$ cat src/rtl/plbc_pkg.sv
package plbc_pkg;

    typedef enum logic [2:0] {
        OPC_AND    = 3'd0,
        OPC_OR     = 3'd1,
        OPC_XOR    = 3'd2,
        OPC_POPCNT = 3'd3,
        OPC_PARITY = 3'd4,
        OPC_ZCOUNT = 3'd5
    } plbc_opc_e;

    // size codes are byte counts of one lane
    localparam logic [3:0] SZ_BYTE  = 4'd1;
    localparam logic [3:0] SZ_WORD  = 4'd4;
    localparam logic [3:0] SZ_DWORD = 4'd8;

endpackage

$ cat src/rtl/plbc_lane_popcount.sv
module plbc_lane_popcount #(
    parameter int unsigned DATA_W = 64,
    parameter int unsigned LANE_W = 8
) (
    input  logic [DATA_W-1:0] vec_i,
    output logic [DATA_W-1:0] cnt_o
);
    localparam int unsigned LANES = DATA_W / LANE_W;
    localparam int unsigned CW    = $clog2(LANE_W + 1);

    for (genvar g = 0; g < LANES; g++) begin : g_lane
        logic [CW-1:0] sum;
        always_comb begin
            sum = '0;
            for (int i = 0; i < LANE_W; i++) begin
                sum = sum + CW'(vec_i[g*LANE_W + i]);
            end
        end
        assign cnt_o[g*LANE_W +: LANE_W] = LANE_W'(sum);
    end

endmodule

$ cat src/rtl/plbc_lane_parity.sv
module plbc_lane_parity #(
    parameter int unsigned DATA_W = 64,
    parameter int unsigned LANE_W = 32
) (
    input  logic [DATA_W-1:0] vec_i,
    output logic [DATA_W-1:0] par_o
);
    localparam int unsigned LANES = DATA_W / LANE_W;
    localparam int unsigned BYTES = LANE_W / 8;

    for (genvar g = 0; g < LANES; g++) begin : g_lane
        logic p;
        always_comb begin
            p = 1'b0;
            for (int k = 0; k < BYTES; k++) begin
                p = p ^ vec_i[g*LANE_W + 8*k];
            end
        end
        assign par_o[g*LANE_W +: LANE_W] = {{(LANE_W-1){1'b0}}, p};
    end

endmodule

$ cat src/rtl/plbc_low_set_search.sv
module plbc_low_set_search #(
    parameter int unsigned W = 64
) (
    input  logic [W-1:0]               vec_i,
    output logic [$clog2(W+1)-1:0]     idx_o
);
    localparam int unsigned CW = $clog2(W + 1);

    // scan from the top so the last hit is the lowest set bit
    always_comb begin
        idx_o = CW'(W);
        for (int i = W - 1; i >= 0; i--) begin
            if (vec_i[i]) begin
                idx_o = CW'(i);
            end
        end
    end

endmodule

$ cat src/rtl/plbc_unit.sv
module plbc_unit
    import plbc_pkg::*;
#(
    parameter int unsigned DATA_W = 64,
    parameter int unsigned CTX_W  = 8
) (
    input  logic              clk,
    input  logic              rst_n,
    input  logic [2:0]        op_i,
    input  logic [3:0]        size_i,
    input  logic              word_mode_i,
    input  logic              lead_sel_i,
    input  logic [DATA_W-1:0] a_i,
    input  logic [DATA_W-1:0] b_i,
    input  logic [CTX_W-1:0]  ctx_i,
    output logic [DATA_W-1:0] result_o,
    output logic [CTX_W-1:0]  ctx_o
);
    localparam int unsigned HALF_W  = DATA_W / 2;
    localparam int unsigned CNT_W   = $clog2(DATA_W + 1);
    localparam int unsigned HCNT_W  = $clog2(HALF_W + 1);

    typedef struct packed {
        logic [DATA_W-1:0] result;
        logic [CTX_W-1:0]  ctx;
    } stage_t;

    stage_t stage_d, stage_q;

    // lane results, all computed in parallel
    logic [DATA_W-1:0] pc_byte, pc_word, pc_dword;
    logic [DATA_W-1:0] par_word, par_dword;

    plbc_lane_popcount #(.DATA_W(DATA_W), .LANE_W(8)) u_pc_byte (
        .vec_i(a_i), .cnt_o(pc_byte)
    );
    plbc_lane_popcount #(.DATA_W(DATA_W), .LANE_W(HALF_W)) u_pc_word (
        .vec_i(a_i), .cnt_o(pc_word)
    );
    plbc_lane_popcount #(.DATA_W(DATA_W), .LANE_W(DATA_W)) u_pc_dword (
        .vec_i(a_i), .cnt_o(pc_dword)
    );
    plbc_lane_parity #(.DATA_W(DATA_W), .LANE_W(HALF_W)) u_par_word (
        .vec_i(a_i), .par_o(par_word)
    );
    plbc_lane_parity #(.DATA_W(DATA_W), .LANE_W(DATA_W)) u_par_dword (
        .vec_i(a_i), .par_o(par_dword)
    );

    // bit reversal turns a leading-zero count into a lowest-set-bit search
    logic [HALF_W-1:0] low_rev;
    logic [DATA_W-1:0] full_rev;

    for (genvar g = 0; g < HALF_W; g++) begin : g_rev_low
        assign low_rev[g] = a_i[HALF_W-1-g];
    end
    for (genvar g = 0; g < DATA_W; g++) begin : g_rev_full
        assign full_rev[g] = a_i[DATA_W-1-g];
    end

    logic [HALF_W-1:0] zs_word_in;
    logic [DATA_W-1:0] zs_full_in;
    logic [HCNT_W-1:0] zc_word;
    logic [CNT_W-1:0]  zc_full;

    assign zs_word_in = lead_sel_i ? low_rev  : a_i[HALF_W-1:0];
    assign zs_full_in = lead_sel_i ? full_rev : a_i;

    plbc_low_set_search #(.W(HALF_W)) u_zs_word (
        .vec_i(zs_word_in), .idx_o(zc_word)
    );
    plbc_low_set_search #(.W(DATA_W)) u_zs_full (
        .vec_i(zs_full_in), .idx_o(zc_full)
    );

    always_comb begin
        stage_d        = '0;
        stage_d.ctx    = ctx_i;
        unique case (op_i)
            OPC_AND: stage_d.result = a_i & b_i;
            OPC_OR:  stage_d.result = a_i | b_i;
            OPC_XOR: stage_d.result = a_i ^ b_i;
            OPC_POPCNT: begin
                unique case (size_i)
                    SZ_BYTE:  stage_d.result = pc_byte;
                    SZ_WORD:  stage_d.result = pc_word;
                    SZ_DWORD: stage_d.result = pc_dword;
                    default:  stage_d.result = '0;
                endcase
            end
            OPC_PARITY: begin
                unique case (size_i)
                    SZ_WORD:  stage_d.result = par_word;
                    SZ_DWORD: stage_d.result = par_dword;
                    default:  stage_d.result = '0;
                endcase
            end
            OPC_ZCOUNT: begin
                stage_d.result = word_mode_i ? DATA_W'(zc_word) : DATA_W'(zc_full);
            end
            default: stage_d.result = '0;
        endcase
    end

    always_ff @(posedge clk or negedge rst_n) begin
        if (!rst_n) begin
            stage_q <= '0;
        end else begin
            stage_q <= stage_d;
        end
    end

    assign result_o = stage_q.result;
    assign ctx_o    = stage_q.ctx;

endmodule

$ cat config.mk
export PLATFORM = sky130hd
export DESIGN_NAME = plbc_unit
export DESIGN_NICKNAME = d
export VERILOG_FILES = /design/src/rtl/plbc_pkg.sv /design/src/rtl/plbc_lane_popcount.sv /design/src/rtl/plbc_lane_parity.sv /design/src/rtl/plbc_low_set_search.sv /design/src/rtl/plbc_unit.sv
export SDC_FILE = /design/constraint.sdc
export NUM_CORES = 1
export LEC_CHECK = 0
export ABC_CLOCK_PERIOD_IN_PS = 800
export BUFFER_PORTS_ARGS = -buffer_cell sky130_fd_sc_hd__buf_2
export CAP_MARGIN = 40
export CORE_MARGIN = 4
export CORE_UTILIZATION = 28
export DETAILED_ROUTE_END_ITERATION = 12
export GPL_TIMING_DRIVEN = 0
export SYNTH_ARGS = -nofsm -noshare
export SYNTH_HDL_FRONTEND = slang
export SYNTH_SLANG_ARGS = --single-unit
$ cat constraint.sdc
create_clock -name clk -period 0.8 [get_ports clk]
set_input_delay 0.12 -clock clk [delete_from_list [all_inputs] [get_ports clk]]
set_output_delay 0.12 -clock clk [all_outputs]
set_load 0.03 [all_outputs]
==> results of run 1 <==
[logic make-up (layout without fill, tap and decap cells)]
kind of cell | count (synthesis) | in the layout | share of synthesized area
compound gates | 347 | 347 | 0.185
xor+xnor | 22 | 22 | 0.0157
fa+ha+maj | 304 | 304 | 0.388
buf+inv | 340 | 637 | 0.110
flops | 72 | 72 | 0.147
mux | 22 | 22 | 0.0183
other cells | 0 | 3 | 0
simple gates | 330 | 330 | 0.137
[layout by cell type, fill, tap and decap left out, drive strengths merged, types with 5 or more instances in the layout]
| master | netlist | layout |
|---|---|---|
| nand4 | 5 | 5 |
| or3 | 6 | 6 |
| dlygate4sd3 | 0 | 9 |
| nor2b | 15 | 15 |
| clkbuf | 40 | 41 |
| a21oi | 104 | 104 |
| clkinvlp | 0 | 18 |
| buf | 24 | 303 |
| or2 | 13 | 13 |
| o221ai | 8 | 8 |
| ha | 177 | 177 |
| a21o | 5 | 5 |
| nor3 | 40 | 40 |
| nor4 | 12 | 12 |
| nand2b | 15 | 15 |
| o21ai | 48 | 48 |
| inv | 276 | 263 |
| nand3 | 10 | 10 |
| a211oi | 54 | 54 |
| nand2 | 27 | 27 |
| o31ai | 7 | 7 |
| a211o | 7 | 7 |
| dfrtp | 72 | 72 |
| xor2 | 14 | 14 |
| nor2 | 150 | 150 |
| nor3b | 18 | 18 |
| mux2i | 19 | 19 |
| a31oi | 10 | 10 |
| xnor2 | 8 | 8 |
| o211ai | 11 | 11 |
| o22ai | 43 | 43 |
| fa | 127 | 127 |
[worst max-delay path: stages]
cell and delay [ns]:
buf_6 0.13, fa_1 0.53, inv_1 0.05, fa_1 0.49, fa_1 0.59, inv_1 0.08, fa_1 0.50, inv_1 0.06
fa_2 0.55, fa_1 0.46, fa_2 0.64, fa_1 0.44, fa_2 0.42, fa_2 0.37, xor2_2 0.16, o21ai_1 0.08
o221ai_1 0.18, o21a_1 0.23, o221ai_2 0.11, o22a_1 0.24
[routing by layer]
metal  share of wire  vias up  global-route usage
li1                -     5449                   -
met1            0.44     6254               0.358
met5         0.00021        -                   0
met3           0.088      102              0.0538
met4           0.032        2              0.0818
met2            0.44      691               0.392
[flip-flops by register name, indices dropped and copies added, names as in the netlist]
signal and cells:
result_o 64, ctx_o 8
[final cells by class]
cell class	instances	area share
clock buffer	10	0.0139
multi-input combinational	1025	0.590
sequential	72	0.110
antenna	3	0.000457
tap	585	0.0445
timing repair buffer	281	0.135
inverter	276	0.0662
buffer	64	0.0360
clock inverter	6	0.00419
[final timing paths]
path	start	endpoint	slack, ns
setup / recovery	a_i[36]	result_o[2]	-5.40
max in group asynchronous	rst_n	result_o[0]	0.10
hold / removal	rst_n	result_o[8]	0.14
min in group clk	b_i[46]	result_o[46]	0.20
[repair_timing]
| item | in CTS | in global routing |
|---|---|---|
| resized for setup | 215 | 169 |
| endpoints found under the hold margin | 80 | 0 |
| setup endpoints to repair | 136 | 186 |
| pin swaps | 48 | 47 |
| hold buffers | 9 | 0 |
| buffers inserted | 14 | 32 |
[power groups by stage]
stage | combinational [uW] | sequential (uW) | clock (uW)
after floorplan | 21500 | 4600 | 0
after global placement | 28300 | 4030 | 0
after detailed placement | 28900 | 4030 | 0
after CTS | 31400 | 4000 | 4440
after global routing | 36000 | 4020 | 4580
final | 33200 | 3990 | 4340
[stage by stage]
step / total power, uW / worst slack (ns) / hold slack (ns) / util / TNS (ns)
after global placement: 32300 / -6.01 / 0.227 / 0.331 / -212.84
final: 41600 / -5.40 / 0.139 / 0.381 / -111.44
after CTS: 39800 / -5.31 / 0.149 / 0.363 / -113.24
after detailed placement: 32900 / -5.95 / -0.00666 / 0.335 / -144.55
after global routing: 44600 / -5.52 / 0.149 / 0.381 / -116.59
after floorplan: 26100 / -5.17 / -0.176 / - / -103.92
==> metrics.cfg, run 1 <==
[status]
status=finished with violations
violations=setup timing

[timing]
rsz0062_at_grt=yes
min_period_over_period=7.75
setup_viol=135
relSlewSlack=0.312
final_max_slew_viol_count=0
setup_ws_ns=-5.40
min_period_ns=6.20
fmax_mhz=161
hold_viol_final=0
tightest_slew_ns=1.02

[floorplan]
dieArea_mm2=0.0472
core-area_mm2=0.0432
die-height_um=217
fp.dieW_um=217
start_util=0.284
ios=219
rows=76

[routing]
vias=12500
drc_errors=0
wl_per_cell_um=26.6
firstDrtPassIters=5
routed_via_density=5.38
drt_wl_total_um=61700
drtIter0Drc=1384
drtAntennaViolNets=0

[power]
clock_power_share=0.104
leakagePower_uw=0.00779
seqPwrFrac=0.096
p_sw_frac=0.495
pwr-share-comb=0.800
power.density_mw_per_mm2=2530
power_switching_uw=20600
peakVddDrop_mv=2.93
p_int_uw=21000

[setup_path]
cp-start-kind=input pin
cp_data_arrival_time_ns=6.45
required_ns=1.05
crit_type=input pin to flip-flop
crit_fanout=5
endpoint_kind=flip-flop

[placed_design]
dp_hpwl_um=49300
placed_cell_area_mm2=0.0144
dp_cells=2250
io_buffers=216
gp_congestion=1.00

[synthesis]
yosysTopAreaCell=fa_1
synth_async_sr_flop_share=1.00
netlist-cell-type-count=79
synth-edff-count=0
ys.flop_type=dfrtp_1
yosysTopAreaCellShare=0.207
synth_seq_area_share=0.147
ys_top_cells_by_count=inv_1, ha_1, nor2_1
yosysMostFrequentCell=inv_1
synth_area_leaders=fa_1, ha_1, dfrtp_1
synth_seq_cells=72
postSynthCellCount=1437
syn_area_mm2=0.0123
synth_nets=1888
ys_warn_count=0
avgSynthCellArea_um2=8.54

[clock_network]
clockBufferDepth=2
cts_root_buffer=clkbuf_16
cts-htree-levels=3
cts_made_buffers=9
cts_sinks=72
cts_tree=built
clkTransAtPathRegs_ns=0.07

[cells_and_area]
register_area_mm2=0.00180
fin_nets=2180
drive_above_1_share=0.286
multiInputGateArea_mm2=0.00969
syn2layout_area_growth_pct=33.9
fin_area_mm2=0.0164
num-fill-cells=4441
fin_cells=2322

[grt]
antenna_found_initial=5
grt_pass1_wl_um=87700
grt.total_usage=0.255
grt_max_degree=61
grt_pass1_vias=12600
gr-total-overflow=0

[hold_path]
worstHoldPathType=input pin to asynchronous set/reset pin

[job]
max_cap_violations=0

Note: power is estimated with default switching activity, not from simulation.
==> run 2, diff against run 1 <==
--- a/config.mk
+++ b/config.mk
@@ -5,7 +5,7 @@
 export SDC_FILE = /design/constraint.sdc
 export NUM_CORES = 1
 export LEC_CHECK = 0
-export ABC_CLOCK_PERIOD_IN_PS = 800
+export ABC_CLOCK_PERIOD_IN_PS = 5600
 export BUFFER_PORTS_ARGS = -buffer_cell sky130_fd_sc_hd__buf_2
 export CAP_MARGIN = 40
 export CORE_MARGIN = 4
==> constraint.sdc (replaced) <==
create_clock -name clk -period 5.6 [get_ports clk]
set_input_delay 0.84 -clock clk [delete_from_list [all_inputs] [get_ports clk]]
set_output_delay 0.84 -clock clk [all_outputs]
set_load 0.03 [all_outputs]
==> run 2 against run 1 <==
The flow still finishes with violations (setup timing). Sequential cell count unchanged. Hold slack improved by 0.24 ns. Critical path depth decreased by 1. Power decreased by 81%. Clock power decreased by 85%. Via count decreased by 2.7%. Non-clock buffer count decreased by 39. Routed wire length decreased by 3.0%. Core utilization decreased by 3.4 points. Global-route usage decreased by 0.52 points. Sequential share of layout area increased by 1.1 points. Largest power group unchanged.
==> metrics.cfg, run 2 (synthesized netlist as in run 1, its figures left out) <==
[cells_and_area]
syn2layout_area_growth_pct=21.9
drive_above_1_share=0.208  ; -0.0778
largest_reg_flops=64  ; unchanged
final_common_cell=inv_1
final_util=0.346  ; -0.0343
layout_common_cells=inv_1, buf_2, ha_1
fin_area_mm2=0.0150  ; -9.0%
fin_nets=2141  ; -1.8%

[timing]
min_period_ns=6.97
min_period_over_period=1.24
setup_ws_ns=-1.37  ; +4.03 ns
relSlewSlack=0.380  ; +0.0675
setup_tns_ns=-8.21  ; +103.23 ns
fmax_mhz=144
hold_ws_ns=0.382  ; +0.243 ns
final_max_slew_viol_count=0  ; unchanged
rsz0062_at_grt=yes
tightest_slew_ns=0.920  ; -0.100 ns
setup_viol=8  ; -94%
hold_viol_final=0  ; unchanged

[clock_network]
clockBufferDepth=2  ; unchanged
cts_root_buffer=clkbuf_16
clkTransAtPathRegs_ns=0.07  ; about the same
cts_made_buffers=9  ; unchanged
ctsHoldBuffers=0  ; -9
cts-htree-levels=3  ; unchanged
cts_sinks=72  ; unchanged
cts_tree=built

[power]
seqPwrFrac=0.072  ; -0.024
power_switching_uw=3960  ; -81%
pwr-share-comb=0.845  ; +0.045
peakVddDrop_mv=0.775  ; -74%
clock_power_share=0.083  ; -0.021
p_sw_frac=0.501  ; +0.00600
p_int_uw=3950  ; -81%
power.density_mw_per_mm2=529  ; -79%
leakagePower_uw=0.00735  ; -5.7%

[setup_path]
cp-endpoint=result_o[4]
critPathLaunch=a_i[8]
crit_fanout=8  ; +3
cp_data_arrival_time_ns=7.24  ; +0.79 ns
required_ns=5.88  ; +4.83 ns
crit_family=adder cells
crit_type=input pin to flip-flop
crit_cells=19  ; -5.0%
cp-start-kind=input pin
slowest_delay_ns=0.61  ; -0.03 ns
crit_slowest_cell=fa_1
crit_chain=buf_4 -> clkinvlp_4 -> fa_1 -> fa_1 -> fa_2 -> fa_1 -> fa_2 -> fa_1 -> fa_2 -> fa_1 -> fa_2 -> fa_2 -> nand2b_4 -> a21boi_2 -> or3_1 -> nand2_1 -> o221ai_2 -> a31oi_2 -> o22ai_2
cp_num_buf_inv=2  ; -2
endpoint_kind=flip-flop

[placed_design]
dp_hpwl_um=48400  ; -1.9%
placed_cell_area_mm2=0.0143  ; -1.2%
io_buffers=216  ; unchanged
gp_congestion=0.995  ; -0.78%

[grt]
gr-total-overflow=0  ; unchanged
grt_pass1_wl_um=85200  ; -2.8%
grt_pass1_vias=12100  ; -3.8%
grt_max_degree=50  ; -18%
grt.total_usage=0.249  ; -0.00521
antenna_found_initial=4  ; -1

[hold_path]
worstHoldPathType=input pin to asynchronous set/reset pin

[routing]
drt_wl_total_um=59900  ; -3.0%
vias=12200  ; -2.7%
drtAntennaViolNets=0  ; unchanged
drc_errors=0  ; unchanged
routed_via_density=5.33  ; -0.98%
wl_per_cell_um=26.2  ; -1.3%
drtIter0Drc=1150  ; -17%
firstDrtPassIters=9  ; +4

[floorplan]
core-area_mm2=0.0432  ; unchanged
fp.dieW_um=217  ; unchanged
rows=76  ; unchanged
dieArea_mm2=0.0472  ; unchanged
ios=219  ; unchanged
start_util=0.284  ; unchanged
die-height_um=217  ; unchanged

[job]
max_cap_violations=0  ; unchanged

[status]
status=finished with violations
violations=setup timing

-- run 2: changes by cell type in the layout (fill, tap and decap cells not counted), sizes merged --
cell / delta
clkinv: +3
clkbuf: +8
inv: +7
dlygate4sd3: -9
bufinv: +1
diode: -2
clkinvlp: -10
clkdlybuf4s15: -2
buf: -37
-- run 2: worst min path at each step --
stage               startpoint     endpoint  depth (start not counted)
floorplan                rst_n     ctx_o[0]                          0
global placement      ctx_i[5]     ctx_o[5]                          1
detailed placement       rst_n  result_o[0]                          1
CTS                      rst_n  result_o[0]                          1
global route             rst_n  result_o[0]                          1
finish                   rst_n  result_o[0]                          1
-- run 2: final cells by class --
cell class | count | area (um2)
flip-flops and latches | 72 | 1800
inverters | 276 | 1060
multi-input cells | 1025 | 9290
clock inverters | 7 | 95.1
fillers | 4580 | 28200
repair buffers | 243 | 1430
plain buffers | 63 | 309
diodes | 1 | 2.50
well taps | 585 | 732
clock buffers | 9 | 225
-- run 2: routing by layer --
metal,track usage,part of all wire,up-vias
met5,0,0.00057,-
met4,0.120,0.057,6
met3,0.0462,0.081,140
met2,0.395,0.45,599
met1,0.329,0.41,6058
li1,-,-,5354
-- run 2: what timing repair did --
action,CTS,global route
setup endpoints to repair,11,9
pin swaps,16,12
gates resized for setup,60,9
setup buffers,13,3
cloned,0,0
-- run 2: power by group through the flow --
stage	clock network (uW)	registers (uW)	logic, uW
4_1_cts	672	568	6280
2_1_floorplan	0	661	3900
3_5_place_dp	0	577	5560
5_1_grt	691	572	7280
6_report	656	567	6690
3_3_place_gp	0	577	5530
-- run 2: through the flow --
| step | setup slack [ns] | total power [uW] | cells |
|---|---|---|---|
| after global routing | -1.48 | 8550 | 2280 |
| after global placement | -2.08 | 6110 | 2238 |
| after floorplan | -1.09 | 4560 | 1437 |
| after CTS | -1.33 | 7520 | 2277 |
| final | -1.37 | 7910 | 2281 |
| after detailed placement | -1.98 | 6140 | 2249 |
